File: config.mk
export PLATFORM = sky130hd
export DESIGN_NAME = selftest_seq
export DESIGN_NICKNAME = d
export VERILOG_FILES = /design/src/rtl/selftest_pkg.sv /design/src/rtl/st_sync.sv /design/src/rtl/st_idle_timer.sv /design/src/rtl/st_cmp_window.sv /design/src/rtl/st_pattern_chk.sv /design/src/rtl/selftest_seq.sv
export SDC_FILE = /design/constraint.sdc
export NUM_CORES = 1
export LEC_CHECK = 0
export ABC_AREA = 1
export BUFFER_PORTS_ARGS = -buffer_cell sky130_fd_sc_hd__buf_2
export CAP_MARGIN = 15
export CORE_AREA = 2 2 73 75
export DETAILED_ROUTE_END_ITERATION = 7
export DIE_AREA = 0 0 75 77
export HOLD_SLACK_MARGIN = 0.1
export PLACE_DENSITY = 0.76
export SYNTH_ARGS = -nofsm -noshare
export SYNTH_HDL_FRONTEND = slang
export SYNTH_SLANG_ARGS = --single-unit
File: constraint.sdc
create_clock -name clk -period 4.3 [get_ports clk]
set_input_delay 0.645 -clock clk [delete_from_list [all_inputs] [get_ports clk]]
set_output_delay 0.645 -clock clk [all_outputs]
set_load 0.02 [all_outputs]
File: src/rtl/selftest_pkg.sv
package selftest_pkg;

   typedef enum logic [1:0] {
      ST_IDLE = 2'd0,
      ST_CMP  = 2'd1,
      ST_MUX  = 2'd2,
      ST_ADC  = 2'd3
   } st_state_e;

   localparam int CAUSE_W   = 3;
   localparam int CAUSE_CMP = 0;
   localparam int CAUSE_MUX = 1;
   localparam int CAUSE_ADC = 2;

   localparam int CMP_STEPS = 3;
   localparam int ADC_STEPS = 2;

endpackage

File: src/rtl/st_sync.sv
module st_sync #(
   parameter int   STAGES    = 2,
   parameter logic RESET_VAL = 1'b1
) (
   input  logic clk,
   input  logic rst_n,
   input  logic d,
   output logic q
);

   generate
      if (STAGES < 2) begin : g_bad_stages
         $error("st_sync: STAGES must be at least 2");
      end
   endgenerate

   logic [STAGES-1:0] chain;

   always_ff @(posedge clk or negedge rst_n) begin
      if (!rst_n) chain <= {STAGES{RESET_VAL}};
      else        chain <= {chain[STAGES-2:0], d};
   end

   assign q = chain[STAGES-1];

endmodule

File: src/rtl/st_idle_timer.sv
module st_idle_timer #(
   parameter int LIMIT = 1024
) (
   input  logic clk,
   input  logic rst_n,
   input  logic strobe,
   input  logic hold,
   input  logic clear,
   output logic expire
);

   localparam int CW = (LIMIT > 2) ? $clog2(LIMIT) : 1;
   localparam logic [CW-1:0] LAST = CW'(LIMIT - 1);

   generate
      if (LIMIT < 2) begin : g_bad_limit
         $error("st_idle_timer: LIMIT must be at least 2");
      end
   endgenerate

   logic [CW-1:0] cnt;

   always_ff @(posedge clk or negedge rst_n) begin
      if (!rst_n)                 cnt <= '0;
      else if (clear)             cnt <= '0;
      else if (strobe && !hold)   cnt <= cnt + 1'b1;
   end

   assign expire = strobe && !hold && (cnt == LAST);

endmodule

File: src/rtl/st_cmp_window.sv
module st_cmp_window #(
   parameter int CODE_W   = 12,
   parameter int REF_CODE = 2048,
   parameter int WIN      = 16
) (
   input  logic [1:0]        step,
   output logic [CODE_W-1:0] thr_hi,
   output logic [CODE_W-1:0] thr_lo,
   output logic              exp_over,
   output logic              exp_under
);

   localparam logic [CODE_W-1:0] BELOW2 = CODE_W'(REF_CODE - 2 * WIN);
   localparam logic [CODE_W-1:0] BELOW1 = CODE_W'(REF_CODE - WIN);
   localparam logic [CODE_W-1:0] ABOVE1 = CODE_W'(REF_CODE + WIN);
   localparam logic [CODE_W-1:0] ABOVE2 = CODE_W'(REF_CODE + 2 * WIN);

   generate
      if (WIN < 1) begin : g_bad_win
         $error("st_cmp_window: WIN must be positive");
      end
      if (REF_CODE - 2 * WIN < 0) begin : g_bad_low
         $error("st_cmp_window: window falls below code zero");
      end
      if (REF_CODE + 2 * WIN > (1 << CODE_W) - 1) begin : g_bad_high
         $error("st_cmp_window: window exceeds code range");
      end
   endgenerate

   always_comb begin
      case (step)
         2'd1: begin
            thr_lo    = BELOW2;
            thr_hi    = BELOW1;
            exp_over  = 1'b1;
            exp_under = 1'b0;
         end
         2'd2: begin
            thr_lo    = ABOVE1;
            thr_hi    = ABOVE2;
            exp_over  = 1'b0;
            exp_under = 1'b1;
         end
         default: begin
            thr_lo    = BELOW1;
            thr_hi    = ABOVE1;
            exp_over  = 1'b0;
            exp_under = 1'b0;
         end
      endcase
   end

endmodule

File: src/rtl/st_pattern_chk.sv
module st_pattern_chk #(
   parameter int W = 12
) (
   input  logic [W-1:0] word,
   input  logic         sel,
   output logic         mismatch
);

   generate
      if (W < 2) begin : g_bad_w
         $error("st_pattern_chk: W must be at least 2");
      end
   endgenerate

   logic [W-1:0] pat_even;

   for (genvar i = 0; i < W; i++) begin : g_pat
      assign pat_even[i] = ((i % 2) == 0);
   end

   assign mismatch = (word != (sel ? ~pat_even : pat_even));

endmodule

File: src/rtl/selftest_seq.sv
module selftest_seq
   import selftest_pkg::*;
#(
   parameter int IDLE_LIMIT  = 1024,
   parameter int SYNC_STAGES = 2,
   parameter int SETTLE      = 4,
   parameter int CODE_W      = 12,
   parameter int REF_CODE    = 2048,
   parameter int WIN         = 16,
   parameter int CHAN_N      = 12,
   parameter int ADC_W       = 12
) (
   input  logic              clk,
   input  logic              rst_n,
   input  logic              req_n_in,
   output logic              req_pd_en,
   input  logic              meas_strobe,
   input  logic [CHAN_N-1:0] chan_req,
   input  logic [CHAN_N-1:0] chan_seen,
   output logic [CODE_W-1:0] thr_hi,
   output logic [CODE_W-1:0] thr_lo,
   input  logic              cmp_over,
   input  logic              cmp_under,
   output logic              adc_stim_en,
   output logic              adc_stim_sel,
   input  logic [ADC_W-1:0]  adc_word,
   input  logic              cell_alarm,
   output logic              fault_stat,
   output logic              test_ok,
   output logic              done,
   output logic [CAUSE_W-1:0] fail_cause
);

   localparam int SW = (SETTLE > 1) ? $clog2(SETTLE) : 1;
   localparam logic [SW-1:0] SETTLE_LAST = SW'(SETTLE - 1);
   localparam logic [1:0] CMP_LAST_STEP = 2'(CMP_STEPS - 1);

   generate
      if (SETTLE < 1) begin : g_bad_settle
         $error("selftest_seq: SETTLE must be at least 1");
      end
      if (CHAN_N < 1) begin : g_bad_chan
         $error("selftest_seq: CHAN_N must be at least 1");
      end
   endgenerate

   // request line synchronizer and falling-edge detect
   logic req_s;
   logic req_prev;
   logic ext_fall;

   st_sync #(.STAGES(SYNC_STAGES), .RESET_VAL(1'b1)) u_sync (
      .clk   (clk),
      .rst_n (rst_n),
      .d     (req_n_in),
      .q     (req_s)
   );

   always_ff @(posedge clk or negedge rst_n) begin
      if (!rst_n) req_prev <= 1'b1;
      else        req_prev <= req_s;
   end

   assign ext_fall = req_prev && !req_s;

   // sequencer state
   st_state_e         state;
   logic [1:0]        step;
   logic [SW-1:0]     settle;
   logic [CAUSE_W-1:0] cause_acc;
   logic              busy;
   logic              start;
   logic              auto_go;
   logic              last_settle;

   assign busy        = (state != ST_IDLE);
   assign last_settle = (settle == SETTLE_LAST);
   assign start       = !busy && (ext_fall || auto_go);

   st_idle_timer #(.LIMIT(IDLE_LIMIT)) u_idle (
      .clk    (clk),
      .rst_n  (rst_n),
      .strobe (meas_strobe),
      .hold   (busy),
      .clear  (start),
      .expire (auto_go)
   );

   // comparator threshold table
   logic exp_over;
   logic exp_under;
   logic cmp_bad;

   st_cmp_window #(
      .CODE_W   (CODE_W),
      .REF_CODE (REF_CODE),
      .WIN      (WIN)
   ) u_win (
      .step      (step),
      .thr_hi    (thr_hi),
      .thr_lo    (thr_lo),
      .exp_over  (exp_over),
      .exp_under (exp_under)
   );

   assign cmp_bad = (cmp_over != exp_over) || (cmp_under != exp_under);

   // multiplexer coverage record, refreshed every measurement cycle
   logic skip_seen;

   always_ff @(posedge clk or negedge rst_n) begin
      if (!rst_n)           skip_seen <= 1'b0;
      else if (meas_strobe) skip_seen <= |(chan_req & ~chan_seen);
   end

   // ADC pattern checker
   logic adc_bad;

   st_pattern_chk #(.W(ADC_W)) u_pat (
      .word     (adc_word),
      .sel      (step[0]),
      .mismatch (adc_bad)
   );

   assign adc_stim_en  = (state == ST_ADC);
   assign adc_stim_sel = (state == ST_ADC) && step[0];

   // final cause vector on the closing clock
   logic [CAUSE_W-1:0] cause_final;

   always_comb begin
      cause_final = cause_acc;
      cause_final[CAUSE_ADC] = cause_acc[CAUSE_ADC] | adc_bad;
   end

   always_ff @(posedge clk or negedge rst_n) begin
      if (!rst_n) begin
         state      <= ST_IDLE;
         step       <= 2'd0;
         settle     <= '0;
         cause_acc  <= '0;
         done       <= 1'b0;
         test_ok    <= 1'b1;
         fail_cause <= '0;
      end else begin
         done <= 1'b0;
         unique case (state)
            ST_IDLE: begin
               if (start) begin
                  state     <= ST_CMP;
                  step      <= 2'd0;
                  settle    <= '0;
                  cause_acc <= '0;
               end
            end
            ST_CMP: begin
               if (last_settle) begin
                  settle <= '0;
                  if (cmp_bad) cause_acc[CAUSE_CMP] <= 1'b1;
                  if (step == CMP_LAST_STEP) begin
                     state <= ST_MUX;
                     step  <= 2'd0;
                  end else begin
                     step <= step + 2'd1;
                  end
               end else begin
                  settle <= settle + 1'b1;
               end
            end
            ST_MUX: begin
               if (skip_seen) cause_acc[CAUSE_MUX] <= 1'b1;
               state  <= ST_ADC;
               step   <= 2'd0;
               settle <= '0;
            end
            ST_ADC: begin
               if (last_settle) begin
                  settle <= '0;
                  if (step[0] == 1'b0) begin
                     if (adc_bad) cause_acc[CAUSE_ADC] <= 1'b1;
                     step <= 2'd1;
                  end else begin
                     state      <= ST_IDLE;
                     step       <= 2'd0;
                     done       <= 1'b1;
                     fail_cause <= cause_final;
                     test_ok    <= (cause_final == '0);
                  end
               end else begin
                  settle <= settle + 1'b1;
               end
            end
            default: state <= ST_IDLE;
         endcase
      end
   end

   assign req_pd_en  = busy;
   assign fault_stat = cell_alarm || !test_ok;

endmodule

After elaboration in Yosys (flattened, before gate mapping)
Cells that the tools add are included.
{"block": "totals", "ff_bits": 28, "inputBits": 43}
{"block": "op_classes", "add_sub_neg": 3, "n_eq_ne": 19, "n_mux": 34, "bitwise": 3, "reduce_logical": 26}
{"op": "case mux 12 bit (2 select lines)", "count": 2}
{"op": "two-way mux 10 bit", "count": 2}
{"op": "two-way mux 2 bit", "count": 10}
{"op": "case mux 2 bit (4 select lines)", "count": 2}
{"op": "bitwise AND 12 bit", "count": 1}
{"op": "two-way mux 1 bit", "count": 12}
{"op": "two-way mux 12 bit", "count": 1}
{"op": "!= test 12 bit", "count": 1}
{"op": "!= test 2 bit, second input constant", "count": 6}
{"op": "inverter 12 bit", "count": 1}
{"op": "OR reduction 12 bit", "count": 1}
{"op": "adder 10 x 1 -> 10 bit, second input constant", "count": 1}
{"op": "== test 10 bit, second input constant", "count": 1}
{"op": "AND reduction 5 bit", "count": 2}
{"op": "nonzero test 2 bit", "count": 5}
{"op": "AND reduction 3 bit", "count": 3}
{"op": "== test 2 bit, second input constant", "count": 4}
{"op": "!= test 2 x 1 -> 1 bit, second input constant", "count": 3}
{"op": "case mux 1 bit (2 select lines)", "count": 3}
{"op": "case mux 2 bit (3 select lines)", "count": 1}
{"op": "logical AND 1 bit", "count": 5}
{"op": "adder 2 x 1 -> 2 bit, second input constant", "count": 2}
{"op": "== test 2 x 1 -> 1 bit, second input constant", "count": 2}
{"op": "AND reduction 4 bit", "count": 1}
{"op": "other kinds (8)", "count": 13}

Depth between registers and ports, before layout
{"block": "logic_depth", "ltp_word": 8, "ltp_mapped": 11, "depth_no_buf": 10}

Modules after synthesis
From an unflattened synthesis, not the netlist that was laid out.
{"block": "unflattened", "cells_unflattened": 282, "area_unflattened_um2": 1994.4}
{"module": "selftest_seq", "n_inst": 1, "cells_per_inst": 142, "area_each_um2": 1012.2, "seq_area_each_um2": 402.9}
{"module": "st_idle_timer", "n_inst": 1, "cells_per_inst": 81, "area_each_um2": 583.1, "seq_area_each_um2": 250.2}
{"module": "st_cmp_window", "n_inst": 1, "cells_per_inst": 31, "area_each_um2": 230.2, "seq_area_each_um2": 0.0}
{"module": "st_pattern_chk", "n_inst": 1, "cells_per_inst": 26, "area_each_um2": 116.4, "seq_area_each_um2": 0.0}
{"module": "st_sync", "n_inst": 1, "cells_per_inst": 2, "area_each_um2": 52.6, "seq_area_each_um2": 52.6}

Worst setup path before layout
No wires, ideal clock.
{"block": "synth_timing", "path_type": "reg2out", "start": "register step[0]", "end": "output thr_lo[10]", "t_arrival_ns": 1.125, "slack_ns": 2.530, "path_stages_with_launch": 5, "path_buffers": 1, "cell_sequence": "dfrtp_1 -> inv_1 -> ha_1 -> inv_1 -> buf_4"}
{"block": "synth_via", "elab_chain_len": 2}
{"item": "from (decl)", "line_no": "selftest_seq.sv:68", "rtl": "logic [1:0] step;"}
{"item": "from (signal assigned)", "line_no": "selftest_seq.sv:164", "rtl": "step <= step + 2'd1;"}
{"item": "== test 2 bit / == test 2 x 1 -> 1 bit (equally long branches)", "line_no": "st_cmp_window.sv:31", "rtl": "case (step)"}
{"item": "case mux 12 bit (2 select lines) (*)", "line_no": "st_cmp_window.sv:31"}
{"item": "to (decl)", "line_no": "selftest_seq.sv:21", "rtl": "output logic [CODE_W-1:0] thr_lo,"}
Every way passes the cells marked *; elsewhere a longest branch is shown, timed or not.

Final worst setup path
{"block": "layout_timing", "start": "register state[0]", "end": "output req_pd_en"}
{"block": "layout_via", "elab_chain_len": 1}
{"item": "from (decl)", "line_no": "selftest_seq.sv:67", "rtl": "st_state_e state;"}
{"item": "from (signal assigned)", "line_no": "selftest_seq.sv:138", "rtl": "state <= ST_IDLE;"}
{"item": "from (signal assigned)", "line_no": "selftest_seq.sv:150", "rtl": "state <= ST_CMP;"}
{"item": "from (signal assigned)", "line_no": "selftest_seq.sv:161", "rtl": "state <= ST_MUX;"}
{"item": "nonzero test 2 bit", "line_no": "selftest_seq.sv:76", "rtl": "assign busy = (state != ST_IDLE);"}
{"item": "to (decl)", "line_no": "selftest_seq.sv:16", "rtl": "output logic req_pd_en,"}
No other way between the ends.

==> impl_metrics.csv <==
group,metric,value,unit
synthesis,synth.mux.area_fraction,0,
synthesis,yosys.area.top_type,"dfrtp_1",
grt,grt_pass1_wl,6270,um
clock_network,cts_tree,"built",
pwr,p_switching,0.523,mW
pwr,internal-power,0.666,mW
min_path,holdCritPathClass,"reg -> reg",
clock_network,root_buffer,"clkbuf_8",
synthesis,syn_inst,245,
grt,antenna_found_initial,0,
floorplanning,ioPinCount,76,
sta,finClkSkew,7.03,ps
placed_design,portBuffers,67,
synthesis,synth_xor_area_frac,0.0320,
route,drt_iter0_drc,32,
grt,grt-ovfl-total,0,
grt,grt_max_degree,29,
synthesis,synth_top_family_by_area,"simple AND/OR/NAND/NOR gates",
sta,maxSlewViolCount,0,
setup_path,endpoint_kind,"output port",
cells_and_area,fin_area,2280,um2
status,outcome,"completed",
synthesis,yosys_warnings,0,
setup_path,cpPeakStageDelay,420,ps
cells_and_area,layout.nets,359,
setup_path,path_class,"reg -> out",
floorplanning,start_util,0.385,
pwr,pwr-share-clk,0.170,
cells_and_area,diodes,0,
cells_and_area,area_growth,19.1,%
synthesis,synth_top_area_share,0.313,
setup_path,arrival,1490,ps
synthesis,synth.distinct_cells,32,
setup_path,critPathMaxFanout,6,
clock_network,cts_buffers,3,
sta,post-route-min-period,2140,ps
synthesis,ys_seq_area_frac,0.368,
synthesis,synth_fa_ha_area_frac,0.0783,
grt,grtUsageTotal,0.136,
setup_path,cpMostUsedCell,"inv_1",
placed_design,dp_cells,369,
setup_path,cp.required,3650,ps
clock_network,post_cts_resized,0,
clock_network,clk_pin_slew,90,ps
sta,rsz0062_at_grt,"no",
sta,max_freq,468,MHz
route,vias,1624,
sta,worstMarginPinSlew,602,ps
setup_path,slowest_stage,"dfrtp_1",
synthesis,synth_compound_area_frac,0.0607,
pwr,power_frac_seq,0.315,
setup_path,crit_chain,"inv_1, ha_1, inv_1, buf_2",
route,drc_errors,0,
route,drtAntennaViolNets,0,
clock_network,cts_sinks,28,
synthesis,syn_area,1920,um2
grt,grt_pass1_vias,1532,
route,routedWlPerCell,9.64,um
route,vias_per_cell,4.35,
pwr,switching_share,0.440,
placed_design,placed_area,2210,um2
pwr,power,1.19,mW
synthesis,ys_seq_elements,28,
cells_and_area,drive_gt1_frac,0.294,
floorplanning,chipHeight,77,um
pwr,combPwrFrac,0.515,
sta,final-hold-violation-count,0,
sta,setup_viol,0,
cells_and_area,final_common_cell,"buf_2",
pwr,cellLeakagePower,1.26,nW
floorplanning,core_area,4980,um2
setup_path,start_kind,"flip-flop",
floorplanning,num_rows,26,
clock_network,cts_max_path_buffers,2,
sta,post-route-period-util,0.497,
pwr,peakVddDrop,0.000201,V
route,wirelength,3600,um
sta,max_slew_margin,0.599,
sta,fin_tns_setup,0,ps
synthesis,synth.area.top_cells,"dfrtp_1 31%, nand2_1 8.8%, inv_1 8.4%, ha_1 7.8%, buf_4 7.4%",
route,dr.pass1.iters,4,
clock_network,cts_hold_buf,0,
floorplanning,die_x,75,um
placed_design,place_congestion,0.752,
cells_and_area,final_cell_mix,"67 x buf_2, 45 x nand2_1, 43 x inv_1",
clock_network,post-cts-setup-buffer-count,0,
floorplanning,die_area,5780,um2
synthesis,avgSynthCellArea,7.83,um2
pwr,p_per_area,520,nW/um2
cells_and_area,final_cells,373,
clock_network,clk_latency,270,ps
placed_design,dpl.hpwl,3040,um
run,max-cap-violations,0,
clock_network,h-tree-depth,1,
synthesis,yosys.area_share.simple,0.293,
==> worst paths after layout <==
| path | startpoint | to | slack (ps) | cells past startpoint |
|---|---|---|---|---|
| setup / recovery | state[0] | req_pd_en | 2160 | 4 |
| hold / removal | u_sync.chain[0] | u_sync.chain[1] | 360 | 0 |
| setup reg to reg | state[0] | cause_acc[1] | 2460 | 9 |
| hold reg to reg | u_sync.chain[0] | u_sync.chain[1] | 360 | 0 |
| max in group asynchronous | rst_n | u_idle.cnt[0] | 3540 | 1 |
| min in group asynchronous | rst_n | u_idle.cnt[6] | 370 | 1 |
==> power by group through the flow <==
stage | clock (mW) | sequential [mW] | combinational, mW
after global routing | 0.218 | 0.384 | 0.690
final | 0.202 | 0.374 | 0.612
after floorplan | 0 | 0.379 | 0.513
after detailed placement | 0 | 0.379 | 0.619
after global placement | 0 | 0.375 | 0.599
after CTS | 0.208 | 0.374 | 0.621
==> state kept, by name, summed over array words and instances (netlist names) <==
register,flops
u_idle.cnt,10
state,2
step,2
fail_cause,3
settle,2
req_prev,1
u_sync.chain,2
skip_seen,1
done,1
test_ok,1
cause_acc,3
==> synth_stat cells <==
| master | count |
|---|---|
| a211oi_1 | 1 |
| a21oi_1 | 2 |
| a22oi_1 | 1 |
| a31oi_1 | 2 |
| buf_4 | 19 |
| buf_6 | 1 |
| conb_1 | 1 |
| dfrtp_1 | 24 |
| dfstp_2 | 4 |
| ha_1 | 12 |
| inv_1 | 43 |
| inv_2 | 1 |
| nand2_1 | 45 |
| nand2_2 | 1 |
| nand2_4 | 2 |
| nand3_1 | 14 |
| nand3_4 | 3 |
| nand3b_1 | 1 |
| nand4_1 | 4 |
| nor2_1 | 30 |
| nor2_2 | 1 |
| nor2_4 | 3 |
| nor3_1 | 5 |
| nor4_1 | 1 |
| nor4_2 | 1 |
| o21ai_0 | 5 |
| o21ai_1 | 3 |
| o22ai_1 | 5 |
| o31ai_1 | 1 |
| or2_2 | 2 |
| xnor2_1 | 2 |
| xor2_1 | 5 |
==> metrics by stage <==
step	hold WS (ps)	worst slack, ps	utilization
floorplan	345	2530	-
global placement	348	2500	0.445
detailed placement	350	2440	0.445
CTS	363	2140	0.459
global route	367	2020	0.459
finish	361	2160	0.459
==> cell type report <==
class                           instances  area (um2)
Tap cell                               70        87.6
Sequential cell                        28         706
Multi-Input combinational cell        160         920
Inverter                               44         165
Clock buffer                            3        41.3
Clock inverter                          1        30.0
Timing Repair Buffer                   67         335
Fill cell                             487        2690
==> per-layer routing <==
layer	GRT usage	routed length, um	up-vias
met3	0.0289	180	5
met2	0.240	1880	48
met1	0.162	1490	718
met4	0.0375	39	0
li1	-	-	853
met5	0	0	-
==> worst max-delay path, delay by kind of cell, from the launching register on <==
family / cells / cell delay [ps]
adders and majority gates: 1 / 410
buffers and inverters: 3 / 390
DFF: 1 / 420
==> logic make-up (layout without fill, tap and decap cells) <==
family                   Yosys count  in the layout
AND/OR/NAND/NOR                  113            113
buffers and inverters             64            115
flip-flops                        28             28
AO/OA/AOI/OAI                     20             20
adder cells (fa/ha/maj)           12             12
XOR/XNOR                           7              7
other                              1              8
(Power assumes the default switching activity.)
